===== src/rtl/irq_ctl_pkg.sv =====
package irq_ctl_pkg;
  localparam int SRC_N  = 7;
  localparam int DATA_W = 8;

  // Flag bit positions
  localparam int T1_BIT  = 6;
  localparam int T2_BIT  = 5;
  localparam int CB1_BIT = 4;
  localparam int CB2_BIT = 3;
  localparam int SR_BIT  = 2;
  localparam int CA1_BIT = 1;
  localparam int CA2_BIT = 0;

  localparam logic [SRC_N-1:0] IRQ_SRC_MASK =
    SRC_N'((1 << T1_BIT) | (1 << T2_BIT) | (1 << SR_BIT));
  localparam logic [SRC_N-1:0] SHIFT_RD_MASK =
    SRC_N'((1 << CB1_BIT) | (1 << CB2_BIT) | (1 << SR_BIT));

  typedef enum logic [1:0] {RD_NONE, RD_FLAG, RD_EN} rd_sel_e;

  typedef struct packed {
    logic [SRC_N-1:0] flagClr;
    logic [SRC_N-1:0] enSet;
    logic [SRC_N-1:0] enClr;
    rd_sel_e          rdSel;
  } strobe_t;
endpackage


===== src/rtl/irq_ctl_decode.sv =====
module irq_ctl_decode
  import irq_ctl_pkg::*;
#(
  parameter int ADDR_W = 4,
  parameter logic [ADDR_W-1:0] FLAG_ADDR  = ADDR_W'(4'hD),
  parameter logic [ADDR_W-1:0] EN_ADDR    = ADDR_W'(4'hE),
  parameter logic [ADDR_W-1:0] SHIFT_ADDR = ADDR_W'(4'hA)
) (
  input  logic              clk,
  input  logic              rstN,
  input  logic [ADDR_W-1:0] addr,
  input  logic              wrEn,
  input  logic              rdEn,
  input  logic [DATA_W-1:0] wrData,
  output strobe_t           strb
);
  logic flagHit, enHit, shiftHit;

  assign flagHit  = (addr == FLAG_ADDR);
  assign enHit    = (addr == EN_ADDR);
  assign shiftHit = (addr == SHIFT_ADDR);

  always_comb begin
    strb = '0;
    if (flagHit)    strb.rdSel = RD_FLAG;
    else if (enHit) strb.rdSel = RD_EN;
    else            strb.rdSel = RD_NONE;
    if (wrEn && flagHit) strb.flagClr = strb.flagClr | wrData[SRC_N-1:0];
    if (rdEn && shiftHit) strb.flagClr = strb.flagClr | SHIFT_RD_MASK;
    if (wrEn && enHit) begin
      if (wrData[DATA_W-1]) strb.enSet = wrData[SRC_N-1:0];
      else                  strb.enClr = wrData[SRC_N-1:0];
    end
  end


  shift_rd_clears_chk: assert property (@(posedge clk) disable iff (!rstN)
    (rdEn && shiftHit) |-> ((strb.flagClr & SHIFT_RD_MASK) == SHIFT_RD_MASK));


  set_mode_no_clear_chk: assert property (@(posedge clk) disable iff (!rstN)
    (wrEn && enHit && wrData[DATA_W-1]) |-> (strb.enClr == '0));
endmodule


===== src/rtl/irq_ctl_datapath.sv =====
module irq_ctl_datapath
  import irq_ctl_pkg::*;
(
  input  logic              clk,
  input  logic              rstN,
  input  strobe_t           strb,
  input  logic [SRC_N-1:0]  setPulse,
  output logic [DATA_W-1:0] rdData,
  output logic              irq
);
  logic [SRC_N-1:0] flags;
  logic [SRC_N-1:0] enables;
  logic [SRC_N-1:0] pending;

  // One cell per flag; a set in the same cycle overrides a clear
  for (genvar i = 0; i < SRC_N; i++) begin : g_flag
    always_ff @(posedge clk or negedge rstN) begin
      if (!rstN)              flags[i] <= 1'b0;
      else if (setPulse[i])   flags[i] <= 1'b1;
      else if (strb.flagClr[i]) flags[i] <= 1'b0;
    end
  end

  always_ff @(posedge clk or negedge rstN) begin
    if (!rstN) enables <= '0;
    else       enables <= (enables | strb.enSet) & ~strb.enClr;
  end

  assign pending = flags & enables;

  always_ff @(posedge clk or negedge rstN) begin
    if (!rstN) irq <= 1'b0;
    else       irq <= |(pending & IRQ_SRC_MASK);
  end

  always_comb begin
    unique case (strb.rdSel)
      RD_FLAG: rdData = {|pending, flags};
      RD_EN:   rdData = {1'b1, enables};
      default: rdData = '0;
    endcase
  end


  reset_clears_chk: assert property (@(posedge clk)
    !rstN |-> (flags == '0 && enables == '0 && !irq));


  set_wins_chk: assert property (@(posedge clk) disable iff (!rstN)
    (|setPulse) |=> ((flags & $past(setPulse)) == $past(setPulse)));


  clear_applies_chk: assert property (@(posedge clk) disable iff (!rstN)
    (|strb.flagClr) |=> ((flags & $past(strb.flagClr & ~setPulse)) == '0));


  enable_set_chk: assert property (@(posedge clk) disable iff (!rstN)
    (|strb.enSet) |=> ((enables & $past(strb.enSet)) == $past(strb.enSet)));


  irq_source_chk: assert property (@(posedge clk) disable iff (!rstN)
    !(|(enables & IRQ_SRC_MASK)) |=> !irq);


  irq_follows_chk: assert property (@(posedge clk) disable iff (!rstN)
    (|(flags & enables & IRQ_SRC_MASK)) |=> irq);
endmodule


===== src/rtl/irq_flag_ctl.sv =====
module irq_flag_ctl
  import irq_ctl_pkg::*;
#(
  parameter int ADDR_W = 4,
  parameter logic [ADDR_W-1:0] FLAG_ADDR  = ADDR_W'(4'hD),
  parameter logic [ADDR_W-1:0] EN_ADDR    = ADDR_W'(4'hE),
  parameter logic [ADDR_W-1:0] SHIFT_ADDR = ADDR_W'(4'hA)
) (
  input  logic              clk,
  input  logic              rstN,
  input  logic [ADDR_W-1:0] addr,
  input  logic              wrEn,
  input  logic              rdEn,
  input  logic [7:0]        wrData,
  output logic [7:0]        rdData,
  input  logic [6:0]        setPulse,
  output logic              irq
);
  strobe_t strb;

  irq_ctl_decode #(
    .ADDR_W(ADDR_W), .FLAG_ADDR(FLAG_ADDR),
    .EN_ADDR(EN_ADDR), .SHIFT_ADDR(SHIFT_ADDR)
  ) i_decode (
    .clk(clk), .rstN(rstN), .addr(addr), .wrEn(wrEn),
    .rdEn(rdEn), .wrData(wrData), .strb(strb)
  );

  irq_ctl_datapath i_datapath (
    .clk(clk), .rstN(rstN), .strb(strb), .setPulse(setPulse),
    .rdData(rdData), .irq(irq)
  );
endmodule


===== config.mk =====
export PLATFORM = sky130hd
export DESIGN_NAME = irq_flag_ctl
export DESIGN_NICKNAME = d
export VERILOG_FILES = /design/src/rtl/irq_ctl_pkg.sv /design/src/rtl/irq_ctl_decode.sv /design/src/rtl/irq_ctl_datapath.sv /design/src/rtl/irq_flag_ctl.sv
export SDC_FILE = /design/constraint.sdc
export NUM_CORES = 1
export LEC_CHECK = 0
export BUFFER_PORTS_ARGS = -buffer_cell sky130_fd_sc_hd__buf_2
export CAP_MARGIN = 20
export CELL_PAD_IN_SITES_DETAIL_PLACEMENT = 1
export CELL_PAD_IN_SITES_GLOBAL_PLACEMENT = 2
export CORE_ASPECT_RATIO = 1.2
export CORE_MARGIN = 2
export CORE_UTILIZATION = 28
export CTS_CLUSTER_DIAMETER = 100
export DETAILED_ROUTE_END_ITERATION = 10
export HOLD_SLACK_MARGIN = 0.06
export PLACE_DENSITY_LB_ADDON = 0.1
export REMOVE_ABC_BUFFERS = 1
export SLEW_MARGIN = 20
export SYNTH_ARGS = -nofsm -noshare
export SYNTH_HDL_FRONTEND = slang
export SYNTH_SLANG_ARGS = --single-unit

===== constraint.sdc =====
create_clock -name clk -period 1.55 [get_ports clk]
set_input_delay 0.3875 -clock clk [delete_from_list [all_inputs] [get_ports clk]]
set_output_delay 0.3875 -clock clk [all_outputs]
set_load 0.01 [all_outputs]

# Word-level counts from Yosys, hierarchy flattened
# Cells that the tools add are included.
# totals
reg_bits,15
latchBits,0
ramBits,0
romBits,0
input_bits,23
elab_cells,52
memories,0
# op_classes
addsub,0
n_mul,0
div,0
order_cmp,0
eq_ne,5
shifts,0
n_mux,22
n_bitwise,4
n_reduce_logical,12
# ops
operator,count
$mux W7,3
$pmux W8 S2,1
$and A7 B7 Y7,2
$mux W1,14
$mux W14,1
$reduce_bool A2 Y1,7
$eq A4 B4 Y1 const B,3
$not A7 Y7,1
$or A7 B7 Y7,1
$reduce_or A7 Y1,1
$mux W5,1
$mux W2,2
$logic_and A1 B1 Y1,3
$reduce_or A3 Y1,1
$eq A2 B1 Y1 const B,1
$eq A2 B2 Y1 const B,1

# Logic depth before layout (Yosys ltp)
# logic_depth
ltp_word,6
ltp_mapped,5
ltp_nobuf,3

# Cells and area by module
# Synthesis repeated with hierarchy kept, for this count alone.
# hier_totals
cells_unflattened,115
area_unflattened_um2,938.4
# by_module_without_submodules
mod,instances,cells_per_inst,area_each_um2,seq_area_each_um2
irq_ctl_datapath,1,71,679.4,375.4
irq_ctl_decode,1,44,259.0,0.0

# Worst setup path before layout
# No wires, ideal clock.
# synth_path
path_kind,flip-flop to output port
startpoint,register i_datapath.flags[2]
endpoint,output port rdData[7]
arrival_time_ns,1.059
required_ns,1.162
path_slack_ns,0.103
path_stages_with_launch,4
n_path_buf,0
path_cell_list,dfrtp_1 a222oi_1 a31oi_1 o21ba_1
# synth_via
elab_chain_cells,3
# synth_rtl
element,line,source
from (decl),irq_ctl_datapath.sv:11,logic [SRC_N-1:0] flags;
"from (signal, indexed assignment)",irq_ctl_datapath.sv:18,if (!rstN) flags[i] <= 1'b0;
"from (signal, indexed assignment)",irq_ctl_datapath.sv:19,else if (setPulse[i]) flags[i] <= 1'b1;
"from (signal, indexed assignment)",irq_ctl_datapath.sv:20,else if (strb.flagClr[i]) flags[i] <= 1'b0;
$and A7 B7 Y7,irq_ctl_datapath.sv:29,assign pending = flags & enables;
$reduce_or A7 Y1,irq_ctl_datapath.sv:38,"RD_FLAG: rdData = {|pending, flags};"
$pmux W8 S2,irq_ctl_datapath.sv:37,unique case (strb.rdSel)
to (decl),irq_flag_ctl.sv:15,"output logic [7:0] rdData,"
# No other way between the ends.

# Final worst setup path
# Ends and elaborated chain as after synthesis.

==> run_results.csv <==
group,metric,value,unit
timing,rsz0062_at_grt,"true",
synth,seq_area_frac_synth,45.7,%
clock_tree,clock_latency,0.29,ns
global_route,first_global_vias,849,
clock_tree,cts_tree,"built",
routing,routedWlPerCell,15.4,um
timing,max_clock_freq,0.509,GHz
timing,finalCritPeriodShare,127,%
synth,syn-cell-area,822,um^2
critical_path,crit_path_end_kind,"output pin",
floorplan,ioPinCount,32,
synth,synth_top_area_cell,"dfrtp_1",
critical_path,slowest_delay,0.44,ns
synth,ys_ff_latch,15,
outcome,outcome,"finished with violations",
clock_tree,clk_pin_slew,0.10,ns
critical_path,cp.required,1.16,ns
placement,dpl.hpwl,1910,um
global_route,antenna_found_initial,0,
timing,skew,0.00576,ns
routing,vias_per_cell,5.01,
timing,worstMarginPinSlew,0.408,ns
synth,synth_area_leaders,"dfrtp_1 (46%), a22oi_1 (8.2%), nand3_1 (6.7%), mux2_1 (5.5%), mux2_4 (5.5%)",
final_layout,nets,148,
timing,fin_crit,1.97,ns
run,cap_violations,0,
clock_tree,cts.sinks,15,
critical_path,cp_max_fo,2,
global_route,grt_pass1_wl,4200,um
floorplan,core-area,0.00279,mm^2
floorplan,die_y,63.4,um
placement,placed_area,0.00111,mm^2
timing,hold_ws,0.269,ns
floorplan,std_cell_rows,21,
final_layout,final_cell_mix,"buf_2 (29), dfrtp_1 (15), buf_4 (12)",
synth,postSynthCellCount,74,
outcome,violations,"negative setup slack",
clock_tree,htree_levels,1,
final_layout,final_cell_area,0.00124,mm^2
placement,portBuffers,31,
floorplan,die_w,53.5,um
power_and_ir_drop,power_density,794,mW/mm^2
critical_path,path_cells,"a222oi_1, a31oi_1, o21ba_1, buf_2",
critical_path,critical_path_class,"reg2out",
synth,synth_warnings,0,
synth,avgSynthCellArea,11.1,um^2
routing,antenna_left,0,
final_layout,drive_gt1_share,54.8,%
routing,routed_wl,2440,um
min_path,hp-class,"in2reg",
global_route,grt_overflow,0,
final_layout,final_util,44.4,%
routing,vias,791,
timing,setup_violations,2,
power_and_ir_drop,max-vdd-ir-drop,0.468,mV
power_and_ir_drop,power,983,uW
timing,finalHoldViolations,0,
critical_path,critPathSlowestCell,"a222oi_1",
timing,slew_viol_final,0,
placement,place.gp.congestion,0.681,
timing,setup_ws,-0.415,ns
routing,firstDrtPassIters,4,
timing,slew_headroom,72.8,%
clock_tree,cts_buffer_depth,2,
routing,first_iter_violations,11,
clock_tree,cts_root_buf,"clkbuf_4",
floorplan,die_area,0.00339,mm^2
global_route,grt_max_degree,16,
critical_path,start_kind,"flop",
global_route,grtUsageTotal,17.1,%
power_and_ir_drop,leakagePower,0.573,nW
final_layout,n_antenna_cell,0,
clock_tree,numCtsBuffers,3,
final_layout,area_delta_synth_final,50.5,%
floorplan,initial_core_util,29.5,%
critical_path,arrival,1.58,ns
synth,synth_cell_types,23,
routing,drcViolationCount,0,
final_layout,mostFrequentLayoutCell,"buf_2",
synth,synth_top_area_share,45.7,%
[Yosys cell counts]
library cell	instances
o21ba_1	1
and3_1	1
nand4b_1	1
inv_1	1
mux2_1	4
nor2_1	7
buf_8	1
nand3_1	11
buf_6	2
and2b_1	1
buf_4	1
a22oi_1	9
dfrtp_1	15
a31oi_1	1
buf_2	1
a222oi_1	1
nor2b_2	1
a21o_1	4
mux2_4	3
nand2_1	1
a31o_1	3
nand2b_1	1
nand3_2	3
[what timing repair did]
item | CTS | global route
setup buffers | 1 | 1
gates resized for setup | 12 | 5
hold buffers | 1 | 0
endpoints found under the setup margin | 8 | 8
pin swaps | 0 | 2
hold endpoints to repair | 15 | 0
[layout make-up]
type	count	area [um^2]
inverter	1	3.75
sequential	15	375
fill	335	1550
clock inverter	1	5.00
clock buffer	3	22.5
timing repair buffer	51	355
tap	34	42.5
multi-input combinational	53	433
[registers in the layout, summed over array words and instances (netlist names)]
name                flops
i_datapath.irq          1
i_datapath.flags        7
i_datapath.enables      7
[kinds of logic after synthesis]
kind of cell           Yosys count  share of synthesized area (%)
AO/OA/AOI/OAI                   19                           18.3
AND/OR/NAND/NOR                 27                           18.6
buffers and inverters            6                           6.54
flip-flops                      15                           45.7
multiplexers                     7                           11.0
[metal layers]
layer | up-vias | GRT usage, % | wire [um]
met3 | 4 | 2.13 | 87
met2 | 20 | 29.3 | 1290
met1 | 392 | 21.1 | 1020
met5 | - | 0 | 0
li1 | 375 | - | -
met4 | 0 | 6.73 | 39
[final timing paths]
path,to,slack [ns],cells past startpoint,from
max reg2reg,i_datapath.irq$_DFF_PN0_,0.51,2,i_datapath.flags[2]$_DFFE_PN0P_
max,rdData[7],-0.42,4,i_datapath.flags[2]$_DFFE_PN0P_
max in group asynchronous,i_datapath.flags[6]$_DFFE_PN0P_,0.76,2,rstN
min,i_datapath.flags[1]$_DFFE_PN0P_,0.27,2,setPulse[1]
min in group asynchronous,i_datapath.enables[4]$_DFF_PN0_,0.53,2,rstN
min reg2reg,i_datapath.flags[1]$_DFFE_PN0P_,0.56,1,i_datapath.flags[1]$_DFFE_PN0P_
[power by group]
part	internal, mW	switching, mW	total [mW]
logic	0.162	0.116	0.278
clock network	0.0959	0.136	0.232
registers	0.438	0.0347	0.473
[through the flow]
stage          TNS [ns]  setup slack, ns  instances
6_report         -0.522           -0.415        158
3_5_place_dp     -0.278          -0.0990        151
5_1_grt          -0.806           -0.473        158
4_1_cts          -0.431           -0.431        157
3_3_place_gp     -0.160          -0.0814        151
2_1_floorplan   -0.0311         -0.00444         69
[worst max-delay path, delay by kind of cell, from the launching register on]
family,cells,cell delay [ns]
flops,1,0.39
buf+inv,1,0.13
compound gates,3,0.77
Power figures use the tool's default switching activity.
